### config.mk
export PLATFORM = sky130hd
export DESIGN_NAME = bcd_rtc_core
export DESIGN_NICKNAME = d
export VERILOG_FILES = /design/src/rtl/rtc_pkg.sv /design/src/rtl/rtc_runctl.sv /design/src/rtl/rtc_calendar.sv /design/src/rtl/rtc_regs.sv /design/src/rtl/bcd_rtc_core.sv
export SDC_FILE = /design/constraint.sdc
export NUM_CORES = 1
export LEC_CHECK = 0
export ABC_AREA = 1
export BUFFER_PORTS_ARGS = -buffer_cell sky130_fd_sc_hd__buf_4
export CORE_ASPECT_RATIO = 0.6
export CORE_MARGIN = 5
export CORE_UTILIZATION = 60
export DETAILED_ROUTE_END_ITERATION = 12
export PLACE_DENSITY = 0.88
export SETUP_SLACK_MARGIN = 0.5
export SYNTH_ARGS = -nofsm -noshare
export SYNTH_HDL_FRONTEND = slang
export SYNTH_SLANG_ARGS = --single-unit
export TNS_END_PERCENT = 50
### constraint.sdc
create_clock -name clk -period 7.1 [get_ports clk]
set_input_delay 0.355 -clock clk [delete_from_list [all_inputs] [get_ports clk]]
set_output_delay 0.355 -clock clk [all_outputs]
set_load 0.01 [all_outputs]
### src/rtl/rtc_pkg.sv
package rtc_pkg;

    localparam int BYTE_W   = 8;
    localparam int ADDR_W   = 4;
    localparam int N_FIELDS = 7;
    localparam int N_ALARM  = 6;
    localparam int N_EV     = 4;

    typedef logic [ADDR_W-1:0] rtc_addr_t;
    typedef logic [BYTE_W-1:0] rtc_byte_t;
    typedef logic [N_FIELDS-1:0][BYTE_W-1:0] rtc_time_t;
    typedef logic [N_ALARM-1:0][BYTE_W-1:0]  rtc_alarm_t;

    // field index equals its register address
    localparam int F_SEC  = 0;
    localparam int F_MIN  = 1;
    localparam int F_HOUR = 2;
    localparam int F_DAY  = 3;
    localparam int F_MON  = 4;
    localparam int F_YEAR = 5;
    localparam int F_WDAY = 6;

    localparam rtc_addr_t A_ALM0 = 4'h7;
    localparam rtc_addr_t A_CTRL = 4'hD;
    localparam rtc_addr_t A_STAT = 4'hE;
    localparam rtc_addr_t A_INTR = 4'hF;

    localparam int CTRL_RUN  = 0;
    localparam int CTRL_SNAP = 6;
    localparam int ST_RUN    = 1;
    localparam int ST_EV0    = 2;
    localparam int ST_ALM    = 6;
    localparam int ST_PWR    = 7;
    localparam int IE_TMR    = 2;
    localparam int IE_ALM    = 3;

    function automatic rtc_byte_t bcd_inc(input rtc_byte_t v);
        if (v[3:0] >= 4'd9) return {v[7:4] + 4'd1, 4'd0};
        else                return {v[7:4], v[3:0] + 4'd1};
    endfunction

    function automatic logic [6:0] bcd_bin(input rtc_byte_t v);
        return (7'(v[7:4]) * 7'd10) + 7'(v[3:0]);
    endfunction

    function automatic rtc_byte_t month_len(input rtc_byte_t mon, input rtc_byte_t year);
        logic [6:0] yb;
        logic       leap;
        yb   = bcd_bin(year);
        leap = (yb[1:0] == 2'b00);
        case (mon)
            8'h02:                      return leap ? 8'h29 : 8'h28;
            8'h04, 8'h06, 8'h09, 8'h11: return 8'h30;
            default:                    return 8'h31;
        endcase
    endfunction

    function automatic rtc_time_t reset_time();
        rtc_time_t t;
        t         = '0;
        t[F_DAY]  = 8'h01;
        t[F_MON]  = 8'h01;
        return t;
    endfunction

endpackage

### src/rtl/rtc_runctl.sv
module rtc_runctl (
    input  logic clk,
    input  logic rst_n,
    input  logic ctrl_wr,
    input  logic run_bit,
    output logic running
);

    typedef enum logic {ST_HALT, ST_RUN} run_state_e;

    run_state_e state_q, state_d;

    // next state: START and STOP transitions
    always_comb begin
        state_d = state_q;
        unique case (state_q)
            ST_HALT: if (ctrl_wr && run_bit)  state_d = ST_RUN;
            ST_RUN:  if (ctrl_wr && !run_bit) state_d = ST_HALT;
        endcase
    end

    always_ff @(posedge clk or negedge rst_n) begin
        if (!rst_n) state_q <= ST_HALT;
        else        state_q <= state_d;
    end

    always_comb begin
        running = (state_q == ST_RUN);
    end

endmodule

### src/rtl/rtc_calendar.sv
module rtc_calendar
    import rtc_pkg::*;
(
    input  logic              clk,
    input  logic              rst_n,
    input  logic              count_en,
    input  logic              time_wr,
    input  rtc_addr_t         wr_idx,
    input  rtc_byte_t         wr_data,
    output rtc_time_t         cur,
    output rtc_alarm_t        nxt_cmp,
    output logic [N_EV-1:0]   ev
);

    localparam rtc_time_t RST_T = reset_time();

    rtc_time_t adv;
    rtc_byte_t dim;
    logic      c_s, c_m, c_h, c_d, c_mo;

    // carry chain from seconds up to year
    always_comb begin
        c_s  = (cur[F_SEC] == 8'h59);
        c_m  = c_s && (cur[F_MIN] == 8'h59);
        c_h  = c_m && (cur[F_HOUR] == 8'h23);
        dim  = month_len(cur[F_MON], cur[F_YEAR]);
        c_d  = c_h && (cur[F_DAY] >= dim);
        c_mo = c_d && (cur[F_MON] >= 8'h12);

        adv        = cur;
        adv[F_SEC] = c_s ? 8'h00 : bcd_inc(cur[F_SEC]);
        if (c_s) adv[F_MIN]  = c_m ? 8'h00 : bcd_inc(cur[F_MIN]);
        if (c_m) adv[F_HOUR] = c_h ? 8'h00 : bcd_inc(cur[F_HOUR]);
        if (c_h) begin
            adv[F_DAY]  = c_d ? 8'h01 : bcd_inc(cur[F_DAY]);
            adv[F_WDAY] = (cur[F_WDAY] >= 8'h06) ? 8'h00 : bcd_inc(cur[F_WDAY]);
        end
        if (c_d)  adv[F_MON]  = c_mo ? 8'h01 : bcd_inc(cur[F_MON]);
        if (c_mo) adv[F_YEAR] = (cur[F_YEAR] == 8'h99) ? 8'h00 : bcd_inc(cur[F_YEAR]);

        nxt_cmp = adv[N_ALARM-1:0];
        ev      = count_en ? {c_h, c_m, c_s, 1'b1} : '0;
    end

    // one counter per field; a write beats the tick
    for (genvar g = 0; g < N_FIELDS; g++) begin : g_field
        always_ff @(posedge clk or negedge rst_n) begin
            if (!rst_n)                                   cur[g] <= RST_T[g];
            else if (time_wr && wr_idx == rtc_addr_t'(g)) cur[g] <= wr_data;
            else if (count_en)                            cur[g] <= adv[g];
        end
    end

endmodule

### src/rtl/rtc_regs.sv
module rtc_regs
    import rtc_pkg::*;
(
    input  logic            clk,
    input  logic            rst_n,
    input  logic            wr_en,
    input  rtc_addr_t       addr,
    input  rtc_byte_t       wdata,
    input  logic            running,
    input  logic            count_en,
    input  rtc_time_t       cur,
    input  rtc_alarm_t      nxt_cmp,
    input  logic [N_EV-1:0] ev,
    output rtc_byte_t       rdata,
    output rtc_time_t       snap,
    output logic            irq
);

    localparam rtc_time_t RST_T = reset_time();

    rtc_alarm_t      alm_q;
    logic [N_EV-1:0] ev_q;
    logic            alm_flag, pu_q;
    logic [3:0]      ie_q;
    logic            snap_req, stat_wr, alarm_hit;

    always_comb begin
        snap_req  = wr_en && (addr == A_CTRL) && wdata[CTRL_SNAP];
        stat_wr   = wr_en && (addr == A_STAT);
        alarm_hit = count_en && (nxt_cmp == alm_q);
    end

    for (genvar g = 0; g < N_FIELDS; g++) begin : g_snap
        always_ff @(posedge clk or negedge rst_n) begin
            if (!rst_n)        snap[g] <= RST_T[g];
            else if (snap_req) snap[g] <= cur[g];
        end
    end

    for (genvar g = 0; g < N_ALARM; g++) begin : g_alarm
        always_ff @(posedge clk or negedge rst_n) begin
            if (!rst_n) alm_q[g] <= '0;
            else if (wr_en && addr == rtc_addr_t'(int'(A_ALM0) + g)) alm_q[g] <= wdata;
        end
    end

    // write-one-to-clear flags; a new event wins over the clear
    always_ff @(posedge clk or negedge rst_n) begin
        if (!rst_n) begin
            ev_q     <= '0;
            alm_flag <= 1'b0;
            pu_q     <= 1'b1;
            ie_q     <= '0;
        end else begin
            ev_q     <= (ev_q & ~({N_EV{stat_wr}} & wdata[ST_EV0 +: N_EV])) | ev;
            alm_flag <= (alm_flag & ~(stat_wr & wdata[ST_ALM])) | alarm_hit;
            pu_q     <= pu_q & ~(stat_wr & wdata[ST_PWR]);
            if (wr_en && addr == A_INTR) ie_q <= wdata[3:0];
        end
    end

    always_comb begin
        irq = (alm_flag & ie_q[IE_ALM]) | (ev_q[ie_q[1:0]] & ie_q[IE_TMR]);
    end

    always_comb begin
        rdata = '0;
        for (int i = 0; i < N_FIELDS; i++)
            if (addr == rtc_addr_t'(i)) rdata = snap[i];
        for (int i = 0; i < N_ALARM; i++)
            if (addr == rtc_addr_t'(int'(A_ALM0) + i)) rdata = alm_q[i];
        if (addr == A_CTRL) rdata[CTRL_RUN] = running;
        if (addr == A_STAT) rdata = {pu_q, alm_flag, ev_q, running, 1'b0};
        if (addr == A_INTR) rdata = {4'b0, ie_q};
    end

endmodule

### src/rtl/bcd_rtc_core.sv
module bcd_rtc_core
    import rtc_pkg::*;
(
    input  logic              clk,
    input  logic              rst_n,
    input  logic              tick,
    input  logic              wr_en,
    input  logic [ADDR_W-1:0] addr,
    input  logic [BYTE_W-1:0] wdata,
    output logic [BYTE_W-1:0] rdata,
    output logic              irq
);

    logic            running, count_en, time_wr, ctrl_wr;
    rtc_time_t       cur_time, snap_time;
    rtc_alarm_t      nxt_cmp;
    logic [N_EV-1:0] ev;

    always_comb begin
        count_en = tick && running;
        time_wr  = wr_en && (addr < A_ALM0);
        ctrl_wr  = wr_en && (addr == A_CTRL);
    end

    rtc_runctl u_runctl (
        .clk     (clk),
        .rst_n   (rst_n),
        .ctrl_wr (ctrl_wr),
        .run_bit (wdata[CTRL_RUN]),
        .running (running)
    );

    rtc_calendar u_cal (
        .clk      (clk),
        .rst_n    (rst_n),
        .count_en (count_en),
        .time_wr  (time_wr),
        .wr_idx   (addr),
        .wr_data  (wdata),
        .cur      (cur_time),
        .nxt_cmp  (nxt_cmp),
        .ev       (ev)
    );

    rtc_regs u_regs (
        .clk      (clk),
        .rst_n    (rst_n),
        .wr_en    (wr_en),
        .addr     (addr),
        .wdata    (wdata),
        .running  (running),
        .count_en (count_en),
        .cur      (cur_time),
        .nxt_cmp  (nxt_cmp),
        .ev       (ev),
        .rdata    (rdata),
        .snap     (snap_time),
        .irq      (irq)
    );

endmodule

## After elaboration in Yosys (flattened, before gate mapping)

Index checks and enable logic that the tools add are counted.

- Flip-flop bits (word level): 171
- Output and inout port bits: 9

- Magnitude comparators: 12
- Muxes and demuxes: 58
- Bitwise logic cells: 15
- Equal/unequal tests: 25
- Reduce and logical (&&, ||, !) cells: 41
- Add/sub/neg operators: 15
- $mul: 1

Operators with widths:

| cell | number |
|---|---|
| two-way mux 8 bit | 49 |
| adder 4 x 1 -> 4 bit, second input constant | 14 |
| equality test 48 bit | 1 |
| equality test 4 bit, second input constant | 8 |
| >= comparator 4 bit, second input constant | 7 |
| logical AND 1 bit | 26 |
| equality test 4 x 3 -> 1 bit, second input constant | 4 |
| equality test 8 x 3 -> 1 bit, second input constant | 2 |
| equality test 8 x 7 -> 1 bit, second input constant | 2 |
| case mux 8 bit (2 select lines) | 1 |
| nonzero test 2 bit | 8 |
| AND 4 bit | 2 |
| equality test 4 x 2 -> 1 bit, second input constant | 2 |
| equality test 8 x 2 -> 1 bit, second input constant | 1 |
| equality test 8 x 4 -> 1 bit, second input constant | 1 |
| equality test 8 x 5 -> 1 bit, second input constant | 1 |
| equality test 8 x 6 -> 1 bit, second input constant | 1 |
| equality test 8 bit, second input constant | 1 |
| >= comparator 8 x 3 -> 1 bit, second input constant | 1 |
| >= comparator 8 x 5 -> 1 bit, second input constant | 1 |
| >= comparator 8 bit | 1 |
| AND 1 bit | 6 |
| two-way mux 1 bit | 5 |
| equality test 4 x 1 -> 1 bit, second input constant | 1 |
| other kinds (18) | 21 |

## Depth between registers and ports, before layout

- Word-level depth: 17
- Gate-level depth with buffers: 25
- Depth with buffers taken out: 25

## Hierarchy

A second synthesis with hierarchy kept.

- Cells, all modules: 1,436
- Area total of the unflattened synthesis: 10,772.8 um^2

Modules (own cells, without submodules):

| module | cells an instance | times used | seq. area each (um^2) | area each (um^2) |
|---|---|---|---|---|
| rtc_regs | 708 | 1 | 2,856.5 | 5,865.6 |
| rtc_calendar | 712 | 1 | 1,403.8 | 4,820.9 |
| bcd_rtc_core | 11 | 1 | 0.0 | 46.3 |
| rtc_runctl | 5 | 1 | 25.0 | 40.0 |

## Worst setup path before layout

No wires, ideal clock.

- Path type: register to register
- Start: register u_cal.cur[32] (netlist bit)
- End: register u_regs.alm_flag
- Slack: 4,227 ps
- Arrival: 2,808 ps
- Path buffers: 1
- Stages on the path, launching flop included: 23
- Cell sequence: dfstp_2 > inv_1 > ha_1 > o21ai_0 > o21ai_0 > a32oi_1 > nand2_1 > o21ai_0 > ha_1 > nand2_1 > nor2_1 > nand2_1 > nand3_4 > buf_4 > o21ai_1 > nand2_1 > nand2_1 > nand3b_1 > nor2_1 > nand3_1 > nor2_1 > nand3_1 > nand2_1

- Longest elaborated chain between the ends: 11
- Elaborated cells between the ends (all ways): 22

Ends and longest elaborated chain:

| what | RTL line | source |
|---|---|---|
| start: declaration | rtc_calendar.sv:10 | `output rtc_time_t cur,` |
| start signal: indexed assignment | rtc_calendar.sv:48 | `if (!rst_n) cur[g] <= RST_T[g];` |
| start signal: indexed assignment | rtc_calendar.sv:49 | `else if (time_wr && wr_idx == rtc_addr_t'(g)) cur[g] <= wr_data;` |
| start signal: indexed assignment | rtc_calendar.sv:50 | `else if (count_en) cur[g] <= adv[g];` |
| equality test 8 x 3 -> 1 bit, or another cell as far along | rtc_pkg.sv:51 | `case (mon)` |
| OR reduction 4 bit | rtc_pkg.sv:51 |  |
| case mux 8 bit (2 select lines) | rtc_pkg.sv:51 |  |
| >= comparator 8 bit | rtc_calendar.sv:27 | `c_d = c_h && (cur[F_DAY] >= dim);` |
| logical AND 1 bit | rtc_calendar.sv:27 |  |
| logical AND 1 bit | rtc_calendar.sv:28 | `c_mo = c_d && (cur[F_MON] >= 8'h12);` |
| two-way mux 8 bit (2 in series) | rtc_calendar.sv:38 | `if (c_d) adv[F_MON] = c_mo ? 8'h01 : bcd_inc(cur[F_MON]);` |
| equality test 48 bit * | rtc_regs.sv:30 | `alarm_hit = count_en && (nxt_cmp == alm_q);` |
| logical AND 1 bit * | rtc_regs.sv:30 |  |
| bitwise OR 1 bit * | rtc_regs.sv:56 | `alm_flag <= (alm_flag & ~(stat_wr & wdata[ST_ALM])) \| alarm_hit;` |
| end signal: assignment | rtc_regs.sv:56 |  |
| end: declaration | rtc_regs.sv:23 | `logic alm_flag, pu_q;` |

Mark *: on every way between the ends. The rest lies on a longest branch, timed or not.
A chain may end at the register's enable or synchronous reset.

## Final worst setup path

Same ends and word-level chain as after synthesis.

==> results list <==
- The flow ran to the end, but the final reports show violations.
- Failing checks: DRC, hold timing
* Proportion of netlist area held by the largest area contributor: 0.385
* Number of vias after detailed routing: between 10,000 and 15,000
* Number of top-level pins: 25
* TritonCTS clock tree: built
- Reg clk slew, reported paths: 90 ps
- Clock network power share: 0.219
- Multiplexer share of the synthesized area: 0.00521
- Clock skew on the completed layout was measured at 17.1 ps.
- Async set-reset flop share out of synthesis: 1.00
- The worst setup path is of the reg2reg kind.
- Yosys warning count: 0
* Highest clock rate: between 200 and 300 MHz
- The number of pins exceeding their max-slew limit in the final report is 0.
- Ratio of final minimum period to clock period: 0.511
- Most used flip-flop cell after synthesis: dfrtp_1
- Minimum clock period: approximately 3600 ps
* Clock buffers created by TritonCTS: 17
- Slew at the pin with the worst max-slew slack: about 960 ps
* Overall Global Routing Usage: 0.334
- By area, the combinational part of the netlist is dominated by simple AND/OR/NAND/NOR gates.
* Final core utilization: 0.653
- Switching fraction of total power: 0.451
- Seq pwr share: 0.380
* Detailed Route Iter0 Violations: between 1,500 and 2,000
* Maximum capacitance violations: 0
* Post-placement setup slack: about 3600 ps
- Leftover overflow at the end of global routing: 0
- Number of register bits inferred by synthesis: 171
- After the last flow step, the layout net total stands at around 1,500.
- Number of vias per cell: between 6 and 7
* Share of synthesized cell area in and, or, nand and nor gates: 0.296
- Wire length reported by the detailed router: between 30 and 40 mm
- In the final routed layout, each cell accounts on average for about 20 µm.
- In the routed design, unresolved DRC markers number 1.
* Part of the Yosys area used for sequential elements: 0.397
- Of the total synthesized cell area, the portion taken by XOR and XNOR cells is 0.0227.
* Cell at the root of the clock tree: clkbuf_16
- The commonest cells after synthesis are nand2_1 (470), inv_1 (181), dfrtp_1 (166).
- Arithmetic-cell share of the synthesized area counting full adders, half adders and majority gates: 0.0486
* Row count: 38
- Part of the total power dissipated in combinational logic: 0.401
* Number of buffer cells added on primary ports: 24
- Worst setup SP type: flop
* Dominant cells by area after synthesis: dfrtp_1 (38%), nand2_1 (16%), inv_1 (6.3%), o21ai_0 (6.2%), ha_1 (4.9%)
- Number of global-route vias before repair: ~10,000
- Internal power contribution: roughly 2.4 mW
* First-pass GRT wire length: between 50 and 60 mm
- The worst pin sits at a relative slew slack of 0.362.
- Setup repair after global routing left no endpoint under its margin.
- Height of the chip: 114 µm
- After routing, the total negative slack on setup checks comes to 0 ps.
- In this run the static leakage power is around 5.7 nW.
- Library cell with the largest summed area after synthesis: dfrtp_1
- Worst ir drop on vdd: about 0.21 mV
* Total count of hold-check failures in the final report: 2
- Horizontal extent of the die: about 180 µm
- In the final layout, the share of cells above drive strength 1 is 0.0653.
- Along the worst path, the maximum fanout reaches 19.
* Number of endpoints failing setup at the final stage: 0
* Core box area: between 15,000 and 20,000 µm²
* H-tree lvl count: 4
- Initial core utilization: 0.604
- Once the clock tree was built, the setup fixing pass inserted 0 buffers.
* Die ar.: approximately 21,000 µm²
- Overall power after layout: between 4 and 5 mW
- In this run the worst hold path is classified as in2async.
* Clk buf depth: 2
- Entering global routing, the biggest net connects 97 pins.
* Most instantiated library cell after synthesis: nand2_1
- Detailed placement ended at an HPWL of approximately 25 mm.
* P per Cell Area: ~370 nW/µm²
- Clock tree synthesis found a total of 171 sinks.
- Sw power: 1.95 mW
* Hold Slack: -1.82 ps
* Startpoint of the worst-slack reg-to-reg timing path: u_cal.cur[32]
* Kind of end point of the critical path: flop
- Count of filler cells inserted in the layout: about 1,600
- CTS Hold Buffers Added: 0
- Each instance of the synthesized netlist takes up on average roughly 7.3 µm².
- In this run the worst setup path begins at u_cal.cur[32].
- Cell area after synthesis: approximately 11,000 µm²
* Worst-Skew Late Latency: around 460 ps
* Worst Setup Slack, final: ~3500 ps
- Yosys mapped the design onto 44 distinct sky130hd cell types.
* Data required time of the worst path: 7500 ps
- Area growth, synth to finish: 8.04%
- DRT Pass-1 Iters: 11
- The count of nets left with antenna violations once routing finished came out at 0.
- The share of the synthesized area in compound gates (AO/OA/AOI/OAI) is 0.145.
- Number of antenna violations at the first check in global routing: 0
* Post-CTS sizing: 0
* Number of instances in the synthesized netlist: around 1,500
* Number of synthesized flops with an enable pin: 0
* Final antenna diode count: 0
* GP Congestion: 1.03
* Critical Path AT: between 4000 and 5000 ps
* Net count after synthesis: roughly 1,500
-- cells by family after synthesis --
family | count (synthesis)
adder cells (fa/ha/maj) | 42
AND/OR/NAND/NOR | 740
multiplexers | 5
XOR/XNOR | 28
AO/OA/AOI/OAI | 253
buffers and inverters | 233
flip-flops | 171
-- cell usage in the layout (no fill, tap or decap), types with 3 or more instances in the layout --
master / count
dfrtp_1: 166
o22ai_1: 9
clkinv_1: 3
mux2_2: 5
inv_2: 4
xnor2_1: 5
ha_1: 42
o211ai_1: 9
nor2_1: 92
xor2_1: 23
nand2_4: 3
buf_4: 25
nand4_1: 27
dfstp_2: 5
nor3_1: 11
nand2_1: 470
o21ai_0: 133
o221ai_1: 48
nand3_2: 3
inv_6: 4
clkbuf_16: 17
or2_2: 4
a21oi_1: 20
inv_8: 6
o21a_1: 26
nand3_1: 96
nor2_4: 5
inv_1: 181
nor4_1: 4
nand2_2: 3
nand3b_1: 13
-- critical path, stage by stage, from the launching register on --
cell	delay [ps]
dfstp_2	600
inv_1	120
ha_1	220
o21ai_0	120
o21ai_0	90
a32oi_1	210
nand2_1	80
inv_1	80
ha_1	150
nand2_1	60
nor3_1	200
nand2_1	130
nand3_4	290
nand3_4	200
clkinv_1	100
nand2_1	70
nand2_1	120
nand2_1	70
nand2_1	60
nand2_1	50
nor2_1	140
nand2_1	100
nor2_1	120
nand3_1	80
nand2_1	80
-- registers in the layout, summed over array words and instances (netlist names), named ones only --
name / cells
u_cal.cur: 56
u_regs.alm_flag: 1
u_regs.alm_q: 48
u_regs.ev_q: 4
u_regs.ie_q: 4
u_regs.pu_q: 1
u_regs.snap: 56
-- worst paths after layout --
path | end | slack (ps) | depth (start not counted)
worst max-delay path | u_regs.alm_flag | 3470 | 24
worst min-delay path | u_regs.snap[20] | -2 | 1
worst max register to register | u_regs.alm_flag | 3470 | 24
worst min register to register | u_regs.pu_q | 500 | 2
max in group asynchronous | u_regs.alm_q[4] | 5610 | 2
min in group clk | flop | 390 | 3
-- stage by stage --
step,instances,cell area (µm²)
after global routing,1725,11700
after floorplan,1472,10800
after detailed placement,1693,11100
final,1725,11700
after global placement,1693,11100
after CTS,1725,11700
-- cell type report --
class	instances	area, µm²	area share
timing repair buffer	26	199	0.0170
clock buffer	18	439	0.0376
tap	240	300	0.0257
multi-input combinational	1068	5600	0.480
sequential	171	4290	0.367
inverter	188	706	0.0605
clock inverter	14	144	0.0123
-- power groups by stage --
stage / registers, mW / clock network (mW) / logic [mW]
2_1_floorplan: 1.50 / 0 / 1.31
3_3_place_gp: 1.63 / 0 / 1.61
3_5_place_dp: 1.64 / 0 / 1.67
4_1_cts: 1.63 / 0.942 / 1.69
5_1_grt: 1.68 / 0.982 / 1.94
6_report: 1.65 / 0.948 / 1.73
-- per-layer routing --
layer  routed length [µm]  track usage
met5                    0            0
met4                  963        0.101
met3                 5210        0.100
met2                13900        0.460
met1                14300        0.504
Note: power is estimated with default switching activity, not from simulation.
